`src/rtl/hpt_pkg.sv`:
```
package hpt_pkg;
    localparam int SLOTS       = 8;
    localparam int SLOT_W      = $clog2(SLOTS);
    localparam int ENTRY_SHIFT = 3;   // 8 bytes per slot
    localparam int GROUP_SHIFT = 6;   // 64 bytes per group
    localparam int VSID_W      = 24;
    localparam int CTX_SKEW    = 897 * 16;
    localparam int SEG_SKEW    = 'h111;
    localparam int VALID_BIT   = 31;

    typedef enum logic [2:0] {
        ST_IDLE,
        ST_RD,
        ST_WT,
        ST_WHI0,
        ST_WLO,
        ST_WHI1,
        ST_DONE
    } st_e;
endpackage

```
`src/rtl/hpt_hash.sv`:
```
module hpt_hash
    import hpt_pkg::*;
#(
    parameter int CTX_W     = 20,
    parameter int HASH_BITS = 12
) (
    input  logic [CTX_W-1:0]     ctx,
    input  logic [19:0]          epn,
    output logic [VSID_W-1:0]    vsid,
    output logic [5:0]           api,
    output logic [HASH_BITS-1:0] hash_p,
    output logic [HASH_BITS-1:0] hash_s
);
    // segment id from context and the top four address bits
    assign vsid   = VSID_W'(32'(ctx) * 32'(CTX_SKEW) + 32'(epn[19:16]) * 32'(SEG_SKEW));
    assign api    = epn[15:10];
    assign hash_p = vsid[HASH_BITS-1:0] ^ HASH_BITS'(epn[15:0]);
    assign hash_s = ~hash_p;
endmodule

```
`src/rtl/hpt_slot_addr.sv`:
```
module hpt_slot_addr
    import hpt_pkg::*;
#(
    parameter logic [31:0] TABLE_BASE = 32'h0018_0000,
    parameter int          HASH_BITS  = 12
) (
    input  logic [HASH_BITS-1:0] hash,
    input  logic [SLOT_W-1:0]    idx,
    output logic [31:0]          hi_addr,
    output logic [31:0]          lo_addr
);
    assign hi_addr = TABLE_BASE + (32'(hash) << GROUP_SHIFT) + (32'(idx) << ENTRY_SHIFT);
    assign lo_addr = hi_addr + 32'd4;
endmodule

```
`src/rtl/hpt_insert.sv`:
```
module hpt_insert
    import hpt_pkg::*;
#(
    parameter int          CTX_W      = 20,
    parameter int          HASH_BITS  = 12,
    parameter logic [31:0] TABLE_BASE = 32'h0018_0000,
    parameter int          STAT_W     = 16
) (
    input  logic              clk,
    input  logic              rst_n,
    input  logic              start,
    input  logic [CTX_W-1:0]  ctx_id,
    input  logic [19:0]       epn,
    input  logic [31:0]       lo_word,
    input  logic              may_exist,
    output logic              busy,
    output logic              done,
    output logic              mem_req,
    output logic              mem_we,
    output logic [31:0]       mem_addr,
    output logic [31:0]       mem_wdata,
    input  logic              mem_rvalid,
    input  logic [31:0]       mem_rdata,
    output logic [STAT_W-1:0] search_count,
    output logic [STAT_W-1:0] full_count
);
    localparam logic [SLOT_W-1:0] LAST_SLOT = SLOT_W'(SLOTS - 1);

    typedef struct packed {
        st_e               st;
        logic [CTX_W-1:0]  ctx;
        logic [19:0]       epn;
        logic [31:0]       lo;
        logic              sec;
        logic [SLOT_W-1:0] idx;
        logic              matching;
        logic              full_commit;
        logic [SLOT_W-1:0] victim;
        logic [STAT_W-1:0] n_search;
        logic [STAT_W-1:0] n_full;
    } regs_t;

    regs_t r_q, r_d;

    logic [VSID_W-1:0]    vsid;
    logic [5:0]           api;
    logic [HASH_BITS-1:0] hash_p, hash_s, hash_sel;
    logic [31:0]          hi_addr, lo_addr;
    logic [31:0]          hi_cur;
    logic                 last;

    hpt_hash #(
        .CTX_W    (CTX_W),
        .HASH_BITS(HASH_BITS)
    ) u_hash (
        .ctx   (r_q.ctx),
        .epn   (r_q.epn),
        .vsid  (vsid),
        .api   (api),
        .hash_p(hash_p),
        .hash_s(hash_s)
    );

    assign hash_sel = r_q.sec ? hash_s : hash_p;

    hpt_slot_addr #(
        .TABLE_BASE(TABLE_BASE),
        .HASH_BITS (HASH_BITS)
    ) u_addr (
        .hash   (hash_sel),
        .idx    (r_q.idx),
        .hi_addr(hi_addr),
        .lo_addr(lo_addr)
    );

    // target high word for the group currently being visited
    assign hi_cur = {1'b1, vsid, r_q.sec, api};
    assign last   = (r_q.idx == LAST_SLOT);

    always_comb begin
        r_d = r_q;
        unique case (r_q.st)
            ST_IDLE: begin
                if (start) begin
                    r_d.ctx         = ctx_id;
                    r_d.epn         = epn;
                    r_d.lo          = lo_word;
                    r_d.sec         = 1'b0;
                    r_d.idx         = '0;
                    r_d.matching    = may_exist;
                    r_d.full_commit = 1'b1;
                    if (may_exist) r_d.n_search = r_q.n_search + 1'b1;
                    r_d.st          = ST_RD;
                end
            end
            ST_RD: r_d.st = ST_WT;
            ST_WT: begin
                if (mem_rvalid) begin
                    if (r_q.matching) begin
                        if (mem_rdata == hi_cur) begin
                            r_d.full_commit = 1'b0;
                            r_d.st          = ST_WLO;
                        end else if (last) begin
                            r_d.idx = '0;
                            if (!r_q.sec) begin
                                r_d.sec = 1'b1;
                            end else begin
                                r_d.sec      = 1'b0;
                                r_d.matching = 1'b0;
                            end
                            r_d.st = ST_RD;
                        end else begin
                            r_d.idx = r_q.idx + 1'b1;
                            r_d.st  = ST_RD;
                        end
                    end else begin
                        if (!mem_rdata[VALID_BIT]) begin
                            r_d.st = ST_WHI0;
                        end else if (last) begin
                            if (!r_q.sec) begin
                                r_d.sec    = 1'b1;
                                r_d.idx    = '0;
                                r_d.n_full = r_q.n_full + 1'b1;
                                r_d.st     = ST_RD;
                            end else begin
                                r_d.sec    = 1'b0;
                                r_d.victim = r_q.victim + 1'b1;
                                r_d.idx    = r_q.victim + 1'b1;
                                r_d.st     = ST_WHI0;
                            end
                        end else begin
                            r_d.idx = r_q.idx + 1'b1;
                            r_d.st  = ST_RD;
                        end
                    end
                end
            end
            ST_WHI0: r_d.st = ST_WLO;
            ST_WLO:  r_d.st = r_q.full_commit ? ST_WHI1 : ST_DONE;
            ST_WHI1: r_d.st = ST_DONE;
            ST_DONE: r_d.st = ST_IDLE;
            default: r_d.st = ST_IDLE;
        endcase
    end

    always_ff @(posedge clk) begin
        if (!rst_n) r_q <= '0;
        else        r_q <= r_d;
    end

    always_comb begin
        mem_req   = 1'b0;
        mem_we    = 1'b0;
        mem_addr  = hi_addr;
        mem_wdata = '0;
        unique case (r_q.st)
            ST_RD: mem_req = 1'b1;
            ST_WHI0: begin
                mem_req   = 1'b1;
                mem_we    = 1'b1;
                mem_wdata = {1'b0, hi_cur[30:0]};
            end
            ST_WLO: begin
                mem_req   = 1'b1;
                mem_we    = 1'b1;
                mem_addr  = lo_addr;
                mem_wdata = r_q.lo;
            end
            ST_WHI1: begin
                mem_req   = 1'b1;
                mem_we    = 1'b1;
                mem_wdata = hi_cur;
            end
            default: ;
        endcase
    end

    assign busy         = (r_q.st != ST_IDLE);
    assign done         = (r_q.st == ST_DONE);
    assign search_count = r_q.n_search;
    assign full_count   = r_q.n_full;
endmodule

```
`config.mk`:
```
export PLATFORM = sky130hd
export DESIGN_NAME = hpt_insert
export DESIGN_NICKNAME = d
export VERILOG_FILES = /design/src/rtl/hpt_pkg.sv /design/src/rtl/hpt_hash.sv /design/src/rtl/hpt_slot_addr.sv /design/src/rtl/hpt_insert.sv
export SDC_FILE = /design/constraint.sdc
export NUM_CORES = 1
export LEC_CHECK = 0
export ABC_AREA = 0
export ABC_CLOCK_PERIOD_IN_PS = 7600
export BUFFER_PORTS_ARGS = -buffer_cell sky130_fd_sc_hd__buf_2
export CORE_MARGIN = 1
export CORE_UTILIZATION = 30
export DETAILED_ROUTE_END_ITERATION = 16
export GPL_ROUTABILITY_DRIVEN = 0
export GPL_TIMING_DRIVEN = 0
export SLEW_MARGIN = 10
export SYNTH_ARGS = -nofsm -noshare
export SYNTH_HDL_FRONTEND = slang
export SYNTH_SLANG_ARGS = --single-unit
```
`constraint.sdc`:
```
create_clock -name clk -period 7.6 [get_ports clk]
set_input_delay 0 -clock clk [delete_from_list [all_inputs] [get_ports clk]]
set_output_delay 0 -clock clk [all_outputs]
set_load 0.05 [all_outputs]
```
==> Word level (Yosys, flattened, before mapping) <==
Cells that the tools add are included.
{ "word_totals": {"register_bits": 116, "input_bits": 109} }
{ "op_classes": {"bitwise": 4, "eq_ne": 15, "mul": 2, "reduce_logical": 14, "muxes": 32, "addsub": 8} }
{ "op_table": {"columns": ["cell", "count"], "rows": [
  ["one-hot mux 32 bit (3 select lines)", 1],
  ["2-to-1 mux 81 bit", 1],
  ["adder 16 x 1 -> 16 bit, second input constant", 2],
  ["adder 32 x 3 -> 32 bit, second input constant", 1],
  ["adder 32 x 6 -> 32 bit", 1],
  ["== test 32 bit", 1],
  ["2-to-1 mux 32 bit", 1],
  ["2-to-1 mux 3 bit", 10],
  ["adder 24 x 13 -> 24 bit", 1],
  ["adder 21 x 18 -> 22 bit, first input constant", 1],
  ["multiplier 20 x 10 -> 20 bit, second input constant", 1],
  ["one-hot mux 3 bit (6 select lines)", 1],
  ["AND reduction 6 bit", 3],
  ["multiplier 4 x 9 -> 13 bit, second input constant", 1],
  ["== test 3 bit, second input constant", 4],
  ["2-to-1 mux 12 bit", 1],
  ["2-to-1 mux 4 bit", 3],
  ["NOT 12 bit", 1],
  ["one-hot mux 6 bit (2 select lines)", 1],
  ["bitwise XOR 12 bit", 1],
  ["!= test 2 bit, second input constant", 5],
  ["AND reduction 5 bit", 2],
  ["2-to-1 mux 9 bit", 1],
  ["2-to-1 mux 2 bit", 4],
  ["14 further kinds", 26]
]} }

==> Depth between registers and ports, before layout <==
Gate-level depths: netlist of the first run.
{ "logic_depth": {"word_depth": 9, "ltp_mapped": 20, "depth_no_buf": 20} }

==> Modules after synthesis <==
A second synthesis of the first run with hierarchy kept.
{ "unflattened": {"cells_unflattened": 1084, "hier_area_um2": 9138.8} }
{ "modules_own_cells": {"columns": ["mod", "instances", "cells_each", "area_per_inst_um2", "seq_area_each_um2"], "rows": [
  ["hpt_insert", 1, 736, 6279.8, 2322.2],
  ["hpt_hash", 1, 282, 2371.0, 0.0],
  ["hpt_slot_addr", 1, 66, 488.0, 0.0]
]} }

==> Least setup slack after synthesis of the first run <==
No wires, ideal clock.
{ "synth_path": {"path_type": "reg2out", "startpoint": "reg r_q[99] (netlist name)", "endpoint": "out mem_wdata[27]", "path_stages_with_launch": 15, "setup_slack_ns": 2.539, "t_required_ns": 7.600, "t_arrival_ns": 5.061, "cell_sequence": "dfxtp_1 > fa_1 > ha_1 > ha_1 > ha_1 > inv_1 > fa_1 > inv_1 > ha_1 > a21o_1 > a21o_1 > a221o_1 > or3b_1 > xnor2_2 > o21ai_0"} }
{ "synth_between": {"elab_chain_cells": 3} }
{ "synth_lines": {"columns": ["element", "line", "text"], "rows": [
  ["start, declared", "hpt_insert.sv:43", "regs_t r_q, r_d;"],
  ["start signal, assigned", "hpt_insert.sv:148", "else r_q <= r_d;"],
  ["multiplier 20 x 10 -> 20 bit", "hpt_hash.sv:15", "assign vsid = VSID_W'(32'(ctx) * 32'(CTX_SKEW) + 32'(epn[19:16]) * 32'(SEG_SKEW));"],
  ["adder 24 x 13 -> 24 bit", "hpt_hash.sv:15", null],
  ["one-hot mux 32 bit (3 select lines)", "hpt_insert.sv:156", "unique case (r_q.st)"],
  ["end, declared", "hpt_insert.sv:21", "output logic [31:0] mem_wdata,"]
]} }
Every way passes these cells.

==> Worst setup path in the final report of the first run <==
{ "layout_path": {"startpoint": "reg r_q[99] (netlist name)", "endpoint": "reg r_q (netlist bit hi_cur[6])"} }
{ "layout_between": {"elab_chain_cells": 5} }
{ "layout_lines": {"columns": ["element", "line", "text"], "rows": [
  ["multiplier 20 x 10 -> 20 bit", "hpt_hash.sv:15", null],
  ["adder 24 x 13 -> 24 bit", "hpt_hash.sv:15", null],
  ["== test 32 bit", "hpt_insert.sv:100", "if (mem_rdata == hi_cur) begin"],
  ["!= test 3 bit (no source line)", null, null],
  ["AND reduction 6 bit (no source line)", null, null]
]} }
Every way passes these cells.
A chain may end at the register's enable or synchronous reset.

==> metrics, run 1 <==
commonest cells after routing, fill and taps aside buf_2, nand2_1, dfxtp_1; FF-to-FF setup slack 2.21 ns; critical path type flip-flop to flip-flop; vias in the first global route approximately 7600; Startpoint Class flip-flop; Mapped Area 0.00853 mm2; largest net degree at the start of global routing 17; Yosys top cell area share between 20% and 30%; CP max-delay cell fa_1; HP Start mem_rdata[27]; Area Growth Syn to Fin 33.9%; dpl hpwl 20700 um; worst-path cell chain fa_1 -> ha_1 -> ha_1 -> ha_1 -> inv_1 -> fa_1 -> inv_1 -> ha_1 -> nor2_1 -> or4b_1 -> o22ai_2 -> xor2_2 -> nor2_1 -> a31o_1 -> a211oi_2 -> nand4_4 -> or3_1 -> o221ai_1; CTS root buf clkbuf_16; top_reg_cell synth dfxtp_1; dpl ws between 2 and 2.5 ns; Syn Inst Count around 1000; final setup TNS 0 ns; Die Span Y 171 um; R2R depth 18; post_cts resized 0; reg-to-reg critical path endpoint hi_cur[6]; Post-synth ARST share 0%; total CTS buffers 17; part of the Yosys area used for sequential elements a little over a quarter; Synth area leader dfxtp_1; worst reg2reg startpoint r_q[99]; GRT Residual Overflow 0; layout cells sized above 1 22.2%; status finished, final reports clean; Fin. Hold Viols 0; fmax ~190 MHz; die outline width approximately 170 um; hold path endpoint r_q[36]; most common cell after layout, fill and taps aside buf_2; drt total wl approximately 27000 um; Worst Setup Slack, final approximately 2.2 ns; Nets between 1500 and 2000; Post-Synth Simple-Gate Area 19.0%; post-synthesis adder-cell area fraction ~14%; CTS tree built; I/O Pins 209; combinational family with the most area after synthesis simple AND/OR/NAND/NOR gates; Final ANT Viol Nets 0; Period Utilization, post-route a little under three quarters; FILL cells 2843; Core Footprint 0.0279 mm2; First-pass DRT Iterations 5; CP max stage delay 0.52 ns; PwrDens approximately 210 mW/mm2; library cells used by synthesis 71; P_leak ~5.3 nW; Synth Warn # 0; Tmin final around 5.4 ns; CP required 7.94 ns; Starting DRT DRC Count roughly 400; H-tree levels 4; RSZ-0062 raised after global routing false; Wirelength per Cell 15.6 um; worst min-delay path class primary input to flip-flop; average size of a mapped cell around 8.4 um2; # port buffers around 190; antenna violations before repair 0; Setup Skew between 0.01 and 0.015 ns; worst vdd ir 126 uV; clock sinks 116; CP most frequent cell ha_1; DRC Markers 0; CP arrival roughly 5.7 ns; Tot GR Track Use a little under a fifth; first-pass GRT wire length approximately 41000 um; multiplexer share of the synthesized area less than 1%; Site Rows a little over 60; Hold Path Stages 4; max-cap violation count 0; # diodes 0; starting density of the core 30.6%; Vias/cell roughly 4.6; XOR/XNOR Fraction of Synth Area about an eighth; total number of vias between 7000 and 8000; critical path buffer and inverter count 2; Synth Area in Compound Gates between 15 and 20%; die area about 0.029 mm2; Post-synth EDFFs 0; Max Buffers Root-to-Sink 2; Worst-path clk slew 0.06 ns; Clock Latency Late Sink between 0.4 and 0.5 ns; CP delay by family, top adder cells; Worst slew margin 36.1%; Worst Path Max Fanout 8; worst slew pin tran roughly 0.96 ns; fin. max-slew vios 0; top post-synthesis cells by area dfxtp_1, ha_1, xnor2_1, nand2_1, a21boi_0; final setup fails 0; flops & latches, synth between 100 and 150; Critical Path End Type flip-flop
## cells in the mapped netlist, drive strengths merged, types with 4 or more instances
library cell and instances:
a21boi 75, a21o 4, and4 4, and2 33, o211ai 5, ha 65, o21ai 27, nor2b 9
o21a 6, nand2 184, clkbuf 43, nand3 28, nand2b 4, nand3b 4, inv 62, nor2 23
a22o 23, fa 19, mux2i 4, dfxtp 116, and3 10, xnor3 6, xor2 24, nand4 11
or3 4, xnor2 85, nor3 8, a21oi 20, a31oi 6, a211o 4, nor4 5, buf 54
## per-stage QoR
| step | power, mW | cell area [um2] | hold slack, ns | utilization, % | std cells |
|---|---|---|---|---|---|
| 6_report | 2.37 | 11400 | 0.0640 | 41.0 | 1701 |
| 5_1_grt | 2.50 | 11400 | 0.109 | 41.0 | 1701 |
| 4_1_cts | 2.38 | 11400 | 0.0553 | 41.0 | 1701 |
| 3_5_place_dp | 1.43 | 10000 | 0.260 | 36.0 | 1595 |
| 3_3_place_gp | 1.42 | 10000 | 0.255 | 36.0 | 1595 |
| 2_1_floorplan | 1.23 | 8590 | 0.145 | - | 1025 |
## how the worst max path moves through the flow
| stage | startpoint | to | slack [ns] | cells past startpoint |
|---|---|---|---|---|
| floorplan | r_q[99] | mem_wdata[27] | 2.54 | 14 |
| global placement | r_q[99] | hi_cur[6] | 2.30 | 18 |
| detailed placement | r_q[99] | hi_cur[6] | 2.21 | 18 |
| finish | r_q[99] | hi_cur[6] | 2.21 | 18 |
| global route | r_q[94] | hi_cur[6] | 1.81 | 18 |
| CTS | r_q[99] | hi_cur[6] | 2.20 | 18 |
## sequential cells by signal, summed over array words and instances, names as in the netlist
register,cells
r_q,83
hi_cur,1
search_count,16
full_count,16
## power breakdown
part,internal [mW],switching (mW)
Sequential,0.641,0.0348
Combinational,0.312,0.460
Clock,0.591,0.329
Total,1.54,0.824
## kinds of logic after synthesis
family | after synthesis
compound gates | 192
mux | 5
simple gates | 337
other cells | 2
xor+xnor | 116
flops | 116
buf+inv | 159
fa+ha+maj | 84
## tightest hold or removal path, delay by kind of cell
kind / cells / cell delay, ns
AOI/OAI and AO/OA: 3 / 0.32
buffers and inverters: 1 / 0.12
## timing repair
| action | 4_1_cts | 5_1_grt |
|---|---|---|
| endpoints found under the setup margin | 0 | 0 |
| buffers inserted | 0 | 0 |
| hold buffers | 74 | 0 |
| hold endpoints to repair | 74 | 0 |
## final cells by class
type / count / area [um2] / area share, %
multi-input cells: 750 / 5470 / 47.9
flip-flops and latches: 116 / 2320 / 20.3
repair buffers: 266 / 1700 / 14.9
plain buffers: 97 / 558 / 4.88
well taps: 378 / 473 / 4.14
clock buffers: 17 / 425 / 3.72
clock inverters: 15 / 239 / 2.09
inverters: 62 / 233 / 2.04
## routing by layer
metal | global-route usage [%] | up-vias | routed length [um]
li1 | - | 3936 | -
met1 | 23.7 | 3584 | 12000
met2 | 30.6 | 267 | 12200
met3 | 3.68 | 32 | 1690
met4 | 7.25 | 0 | 681
met5 | 0 | - | 0
No activity file was read; power rests on OpenSTA's default activity.
==> inputs of run 2 (changes only) <==
- ABC_CLOCK_PERIOD_IN_PS: 7600 -> 4850
- clock period: 7.6 -> 4.85 ns (I/O delays scaled with it)
==> run 2 against run 1 <==
Utilization increased by 2.4 points. Setup slack got worse by 2.2 ns. Clock power up 47%. Total power is 64% higher. Cell area rose by 6.0%. Highest routed layer unchanged. Register-to-register slack got worse by 2.2 ns. Critical endpoint unchanged.
==> metrics, run 2 (synthesis results as in run 1) <==
Critical Path End Type flip-flop; FILL cells 2749 (-3.3%); max-cap violation count 0 (unchanged); post-layout util 43.5% (+2.4 points); starting density of the core 30.6% (unchanged); dpl hpwl 20900 um (+0.59%); Clock Latency Late Sink 0.43 ns (about the same); Multi-input gate area 0.00586 mm2 (+7.1%); I/O Pins 209 (unchanged); worst slew pin tran 0.849 ns (-0.109 ns); Tmin final 4.85 ns (-0.544 ns); total CTS buffers 17 (unchanged); worst reg2reg startpoint r_q[100]; total number of vias 8108 (+3.7%); reg-to-reg critical path endpoint hi_cur[6]; Worst Setup SP r_q[100]; dpl ws -0.543 ns (-2.75 ns); Setup Skew 0.0124 ns (+0.000706 ns); fin. max-slew vios 0 (unchanged); Hold Path Stages 4 (unchanged); Final ANT Viol Nets 0 (unchanged); FF-to-FF setup slack 0.003 ns (-2.21 ns); vias in the first global route 7886 (+4.3%); Startpoint Class flip-flop; P_leak 5.53 nW (+3.5%); largest net degree at the start of global routing 17 (unchanged); GRT Residual Overflow 0 (unchanged); drt total wl 28100 um (+5.6%); Reg power frac 27.2% (-1.3 points); die outline width 171 um (unchanged); HP Start mem_rdata[27]; H-tree levels 4 (unchanged); R2R depth 20 (+2); clock sinks 116 (unchanged); die area 0.0291 mm2 (unchanged); CP arrival 5.19 ns (-0.54 ns); register area 0.00236 mm2 (+1.5%); Psw 1.41 mW (+71%); fmax 206 MHz (+11%); Nets 1539 (+2.4%); Clock power frac 34.7% (-4.1 points); CP most frequent cell ha_1; PwrDens 321 mW/mm2 (+55%); # diodes 0 (unchanged); Site Rows 61 (unchanged); worst-path cell chain inv_2 -> fa_1 -> inv_1 -> ha_1 -> ha_1 -> ha_1 -> inv_1 -> fa_1 -> inv_2 -> ha_4 -> or4b_4 -> o22ai_4 -> buf_4 -> o21ai_2 -> xnor2_2 -> and4_1 -> a211oi_4 -> nand4_4 -> or3_1 -> o221ai_1; Net Sw Frac 36.4% (+1.6 points); status finished, final reports clean; worst vdd ir 188 uV (+49%); DRC Markers 0 (unchanged); Area Growth Syn to Fin 41.9%; CTS tree built; Vias/cell 4.67 (+1.5%); final setup TNS 0 ns (unchanged); critical path type flip-flop to flip-flop; Worst Setup Slack, final 0.00314 ns (-2.21 ns); antenna violations before repair 0 (unchanged); Worst Path Max Fanout 4 (-4); Fin. Hold Viols 0 (unchanged); layout cells sized above 1 29.0% (+6.8 points); most common cell after layout, fill and taps aside buf_2; # port buffers 192 (unchanged); Die Span Y 171 um (unchanged); commonest cells after routing, fill and taps aside buf_2, nand2_1, dfxtp_1; Tot GR Track Use 19.3% (+0.76 points); worst min-delay path class primary input to flip-flop; Worst slew margin 43.4% (+7.3 points); CTS root buf clkbuf_16; largest reg by FF count r_q; Worst-path clk slew 0.06 ns (about the same); final setup fails 0 (unchanged); Starting DRT DRC Count 363 (-9.7%); internal cell power 2.47 mW (+60%); max reg flops 83 (unchanged); CP required 5.19 ns (-2.75 ns); Core Footprint 0.0279 mm2 (unchanged); First-pass DRT Iterations 5 (unchanged); RSZ-0062 raised after global routing true; first-pass GRT wire length 42600 um (+4.8%); CP max stage delay 0.54 ns (+0.02 ns); Combinational Power Share 38.0% (+5.4 points); worst hold margin 0.0723 ns (+0.00828 ns); end of the critical path hi_cur[6]; Wirelength per Cell 16.2 um (+3.4%); Max Buffers Root-to-Sink 2 (unchanged); CP max-delay cell or4b_4; Period Utilization, post-route 99.9% (+29 points)
-- run 2: timing repair --
action,CTS,global route
hold buffers,74,0
pin swaps,39,30
setup endpoints to repair,15,14
setup buffers,22,14
gates resized for setup,66,41
endpoints found under the hold margin,74,0
-- run 2: how the worst min path moves through the flow --
stage | end | slack [ns]
finish | r_q[36] | 0.07
global route | r_q[36] | 0.09
CTS | r_q[36] | 0.05
detailed placement | r_q[88] | 0.26
global placement | r_q[88] | 0.25
floorplan | r_q[65] | 0.14
-- run 2: final cells by class --
| type | instances | area share (%) |
|---|---|---|
| clock inverters | 15 | 1.58 |
| plain buffers | 97 | 4.61 |
| flip-flops and latches | 116 | 19.5 |
| multi-input cells | 750 | 48.4 |
| clock buffers | 17 | 3.51 |
| repair buffers | 302 | 16.6 |
| inverters | 62 | 1.92 |
| well taps | 378 | 3.91 |
-- run 2: critical path, delay by kind of cell (launching register included) --
family	cells	cell delay [ns]
xor+xnor	1	0.16
fa+ha+maj	6	2.02
flops	1	0.37
simple gates	4	1.31
compound gates	4	0.59
buf+inv	5	0.33
-- run 2: layer usage --
metal	part of all wire [%]	track usage [%]	vias up
li1	-	-	4012
met1	44	24.1	3815
met2	47	32.2	235
met3	5.5	4.07	46
met4	3.0	8.19	0
met5	0	0	-
-- run 2: power by group through the flow --
stage / Sequential [mW] / Clock, mW / Combinational, mW
after detailed placement: 1.08 / 0 / 1.16
after global routing: 1.06 / 1.40 / 1.61
after floorplan: 1.06 / 0 / 0.873
final: 1.06 / 1.35 / 1.48
after CTS: 1.06 / 1.36 / 1.36
after global placement: 1.08 / 0 / 1.14
-- run 2: through the flow --
| stage | instances | area, um2 | power (mW) |
|---|---|---|---|
| floorplan | 1025 | 8590 | 1.93 |
| global placement | 1595 | 10000 | 2.22 |
| detailed placement | 1595 | 10000 | 2.24 |
| CTS | 1723 | 11800 | 3.78 |
| global route | 1737 | 12100 | 4.07 |
| finish | 1737 | 12100 | 3.88 |
==> inputs of run 3 (changes only) <==
- RECOVER_POWER: unset -> 50
==> run 3 against run 2 <==
Critical endpoint unchanged. Via count about the same. Clock skew up 0.00079 ns. Largest power group unchanged. Maximum frequency up 0.12%. Sequential power about the same. Sequential cell count unchanged. Critical path depth unchanged. Register-to-register slack about the same. Wire length about the same. Clock power about the same. Die area unchanged. Combinational power about the same.
==> metrics, run 3 (synthesis results as in run 1) <==
Wirelength per Cell 16.2 um (about the same); PwrDens 322 mW/mm2 (+0.42%); Nets 1539 (unchanged); Clock power frac 34.7% (about the same); Startpoint Class flip-flop; CP required 5.20 ns (about the same); Worst Path Max Fanout 4 (unchanged); HP Start mem_rdata[27]; Reg power frac 27.3% (about the same); starting density of the core 30.6% (unchanged); Core Footprint 0.0279 mm2 (unchanged); most common cell after layout, fill and taps aside nand2_1; RSZ-0062 raised after global routing true; # port buffers 192 (unchanged); R2R depth 20 (unchanged); Setup Skew 0.0132 ns (+0.000786 ns); Worst-path clk slew 0.06 ns (about the same); register area 0.00236 mm2 (unchanged); final setup TNS 0 ns (unchanged); # diodes 0 (unchanged); die outline width 171 um (unchanged); clock sinks 116 (unchanged); dpl hpwl 20900 um (unchanged); reg-to-reg critical path endpoint hi_cur[6]; Area Growth Syn to Fin 41.2%; Fin. Hold Viols 0 (unchanged); Worst Setup Slack, final 0.00872 ns (+0.00559 ns); largest net degree at the start of global routing 17 (unchanged); internal cell power 2.47 mW (about the same); first-pass GRT wire length 42600 um (unchanged); post-placement cell count 1595 (unchanged); CTS root buf clkbuf_16; DRC Markers 0 (unchanged); hold path endpoint r_q[36]; worst slew pin tran 0.848 ns (-0.00115 ns); dpl ws -0.543 ns (unchanged); Worst slew margin 43.4% (+0.076 points); worst min-delay path class primary input to flip-flop; die area 0.0291 mm2 (unchanged); worst hold margin 0.0762 ns (+0.00389 ns); CP arrival 5.19 ns (about the same); layout cells sized above 1 25.8% (-3.2 points); worst vdd ir 188 uV (-0.27%); total CTS buffers 17 (unchanged); Psw 1.41 mW (about the same); critical path type flip-flop to flip-flop; Starting DRT DRC Count 360 (-0.83%); status finished, final reports clean; Tmin final 4.84 ns (-0.00559 ns); I/O Pins 209 (unchanged); FF-to-FF setup slack 0.009 ns (about the same); total number of vias 8101 (-0.086%); Critical Path End Type flip-flop; vias in the first global route 7886 (unchanged); Net Sw Frac 36.4% (+0.043 points); commonest cells after routing, fill and taps aside nand2_1, buf_2, dfxtp_1; GRT Residual Overflow 0 (unchanged); worst reg2reg startpoint r_q[100]; Final ANT Viol Nets 0 (unchanged); post-layout util 43.3% (-0.19 points); Worst Setup SP r_q[100]; P_leak 5.33 nW (-3.6%); Tot GR Track Use 19.3% (unchanged); Site Rows 61 (unchanged); fmax 207 MHz (+0.12%); max-cap violation count 0 (unchanged); antenna violations before repair 0 (unchanged); CTS tree built; drt total wl 28100 um (about the same); First-pass DRT Iterations 5 (unchanged); FILL cells 2772 (+0.84%); final setup fails 0 (unchanged); Hold Path Stages 4 (unchanged); Vias/cell 4.66 (about the same); fin. max-slew vios 0 (unchanged); Multi-input gate area 0.00586 mm2 (unchanged); max reg flops 83 (unchanged); Max Buffers Root-to-Sink 2 (unchanged); Combinational Power Share 38.0% (about the same); Die Span Y 171 um (unchanged); largest reg by FF count r_q; Clock Latency Late Sink 0.43 ns (about the same); Period Utilization, post-route 99.8% (-0.12 points); fin cells 1737 (unchanged); H-tree levels 4 (unchanged)
-- run 3: cell count changes in the layout (fill, tap and decap cells not counted) --
cell | previous run | this run
clkbuf_1 | 42 | 86
and2_0 | 1 | 11
and2_1 | 32 | 22
buf_2 | 189 | 146
buf_1 | 2 | 1
-- run 3: timing repair --
item	4_1_cts	5_1_grt
setup endpoints to repair	15	14
endpoints found under the hold margin	74	0
gates resized for setup	66	41
setup buffers	22	14
hold buffers	74	0
pin swaps	39	30
-- run 3: area by class of cell --
type / count / area share (%)
timing repair buffer: 302 / 16.2
buffer: 97 / 4.63
inverter: 62 / 1.93
sequential: 116 / 19.6
tap: 378 / 3.92
clock buffer: 17 / 3.53
clock inverter: 15 / 1.59
multi-input combinational: 750 / 48.6
-- run 3: metal layers --
layer  GRT usage, %  part of all wire, %  vias up
met4           8.19                  3.0        0
met1           24.1                   45     3816
met5              0                    0        -
met2           32.2                   47      229
li1               -                    -     4013
met3           4.07                  4.9       43
-- run 3: worst max-delay path by stage --
stage | to | slack (ns)
2_1_floorplan | hi_cur[6] | 0.03
3_3_place_gp | hi_cur[6] | -0.44
3_5_place_dp | hi_cur[6] | -0.54
4_1_cts | hi_cur[6] | -0.04
5_1_grt | hi_cur[6] | -0.13
6_report | hi_cur[6] | 0.009
-- run 3: power groups by stage --
stage          Combinational (mW)  Clock [mW]  Sequential [mW]
4_1_cts                      1.36        1.36             1.06
3_5_place_dp                 1.16           0             1.08
6_report                     1.48        1.35             1.06
3_3_place_gp                 1.14           0             1.08
2_1_floorplan               0.873           0             1.06
5_1_grt                      1.60        1.40             1.06
-- run 3: worst max-delay path: stages, from the launching register on --
cell	delay [ns]
dfxtp_4	0.37
inv_2	0.04
fa_1	0.52
inv_1	0.04
ha_1	0.28
ha_1	0.29
ha_1	0.28
inv_1	0.05
fa_1	0.50
inv_2	0.05
ha_4	0.15
or4b_4	0.54
o22ai_4	0.16
buf_4	0.15
o21ai_2	0.08
xnor2_2	0.16
and4_1	0.24
a211oi_4	0.27
nand4_4	0.18
or3_1	0.35
o221ai_1	0.08
-- run 3: through the flow --
stage | total power [mW] | cell area [um2]
finish | 3.88 | 12100
global route | 4.07 | 12100
global placement | 2.22 | 10000
CTS | 3.78 | 11800
detailed placement | 2.24 | 10000
floorplan | 1.93 | 8590
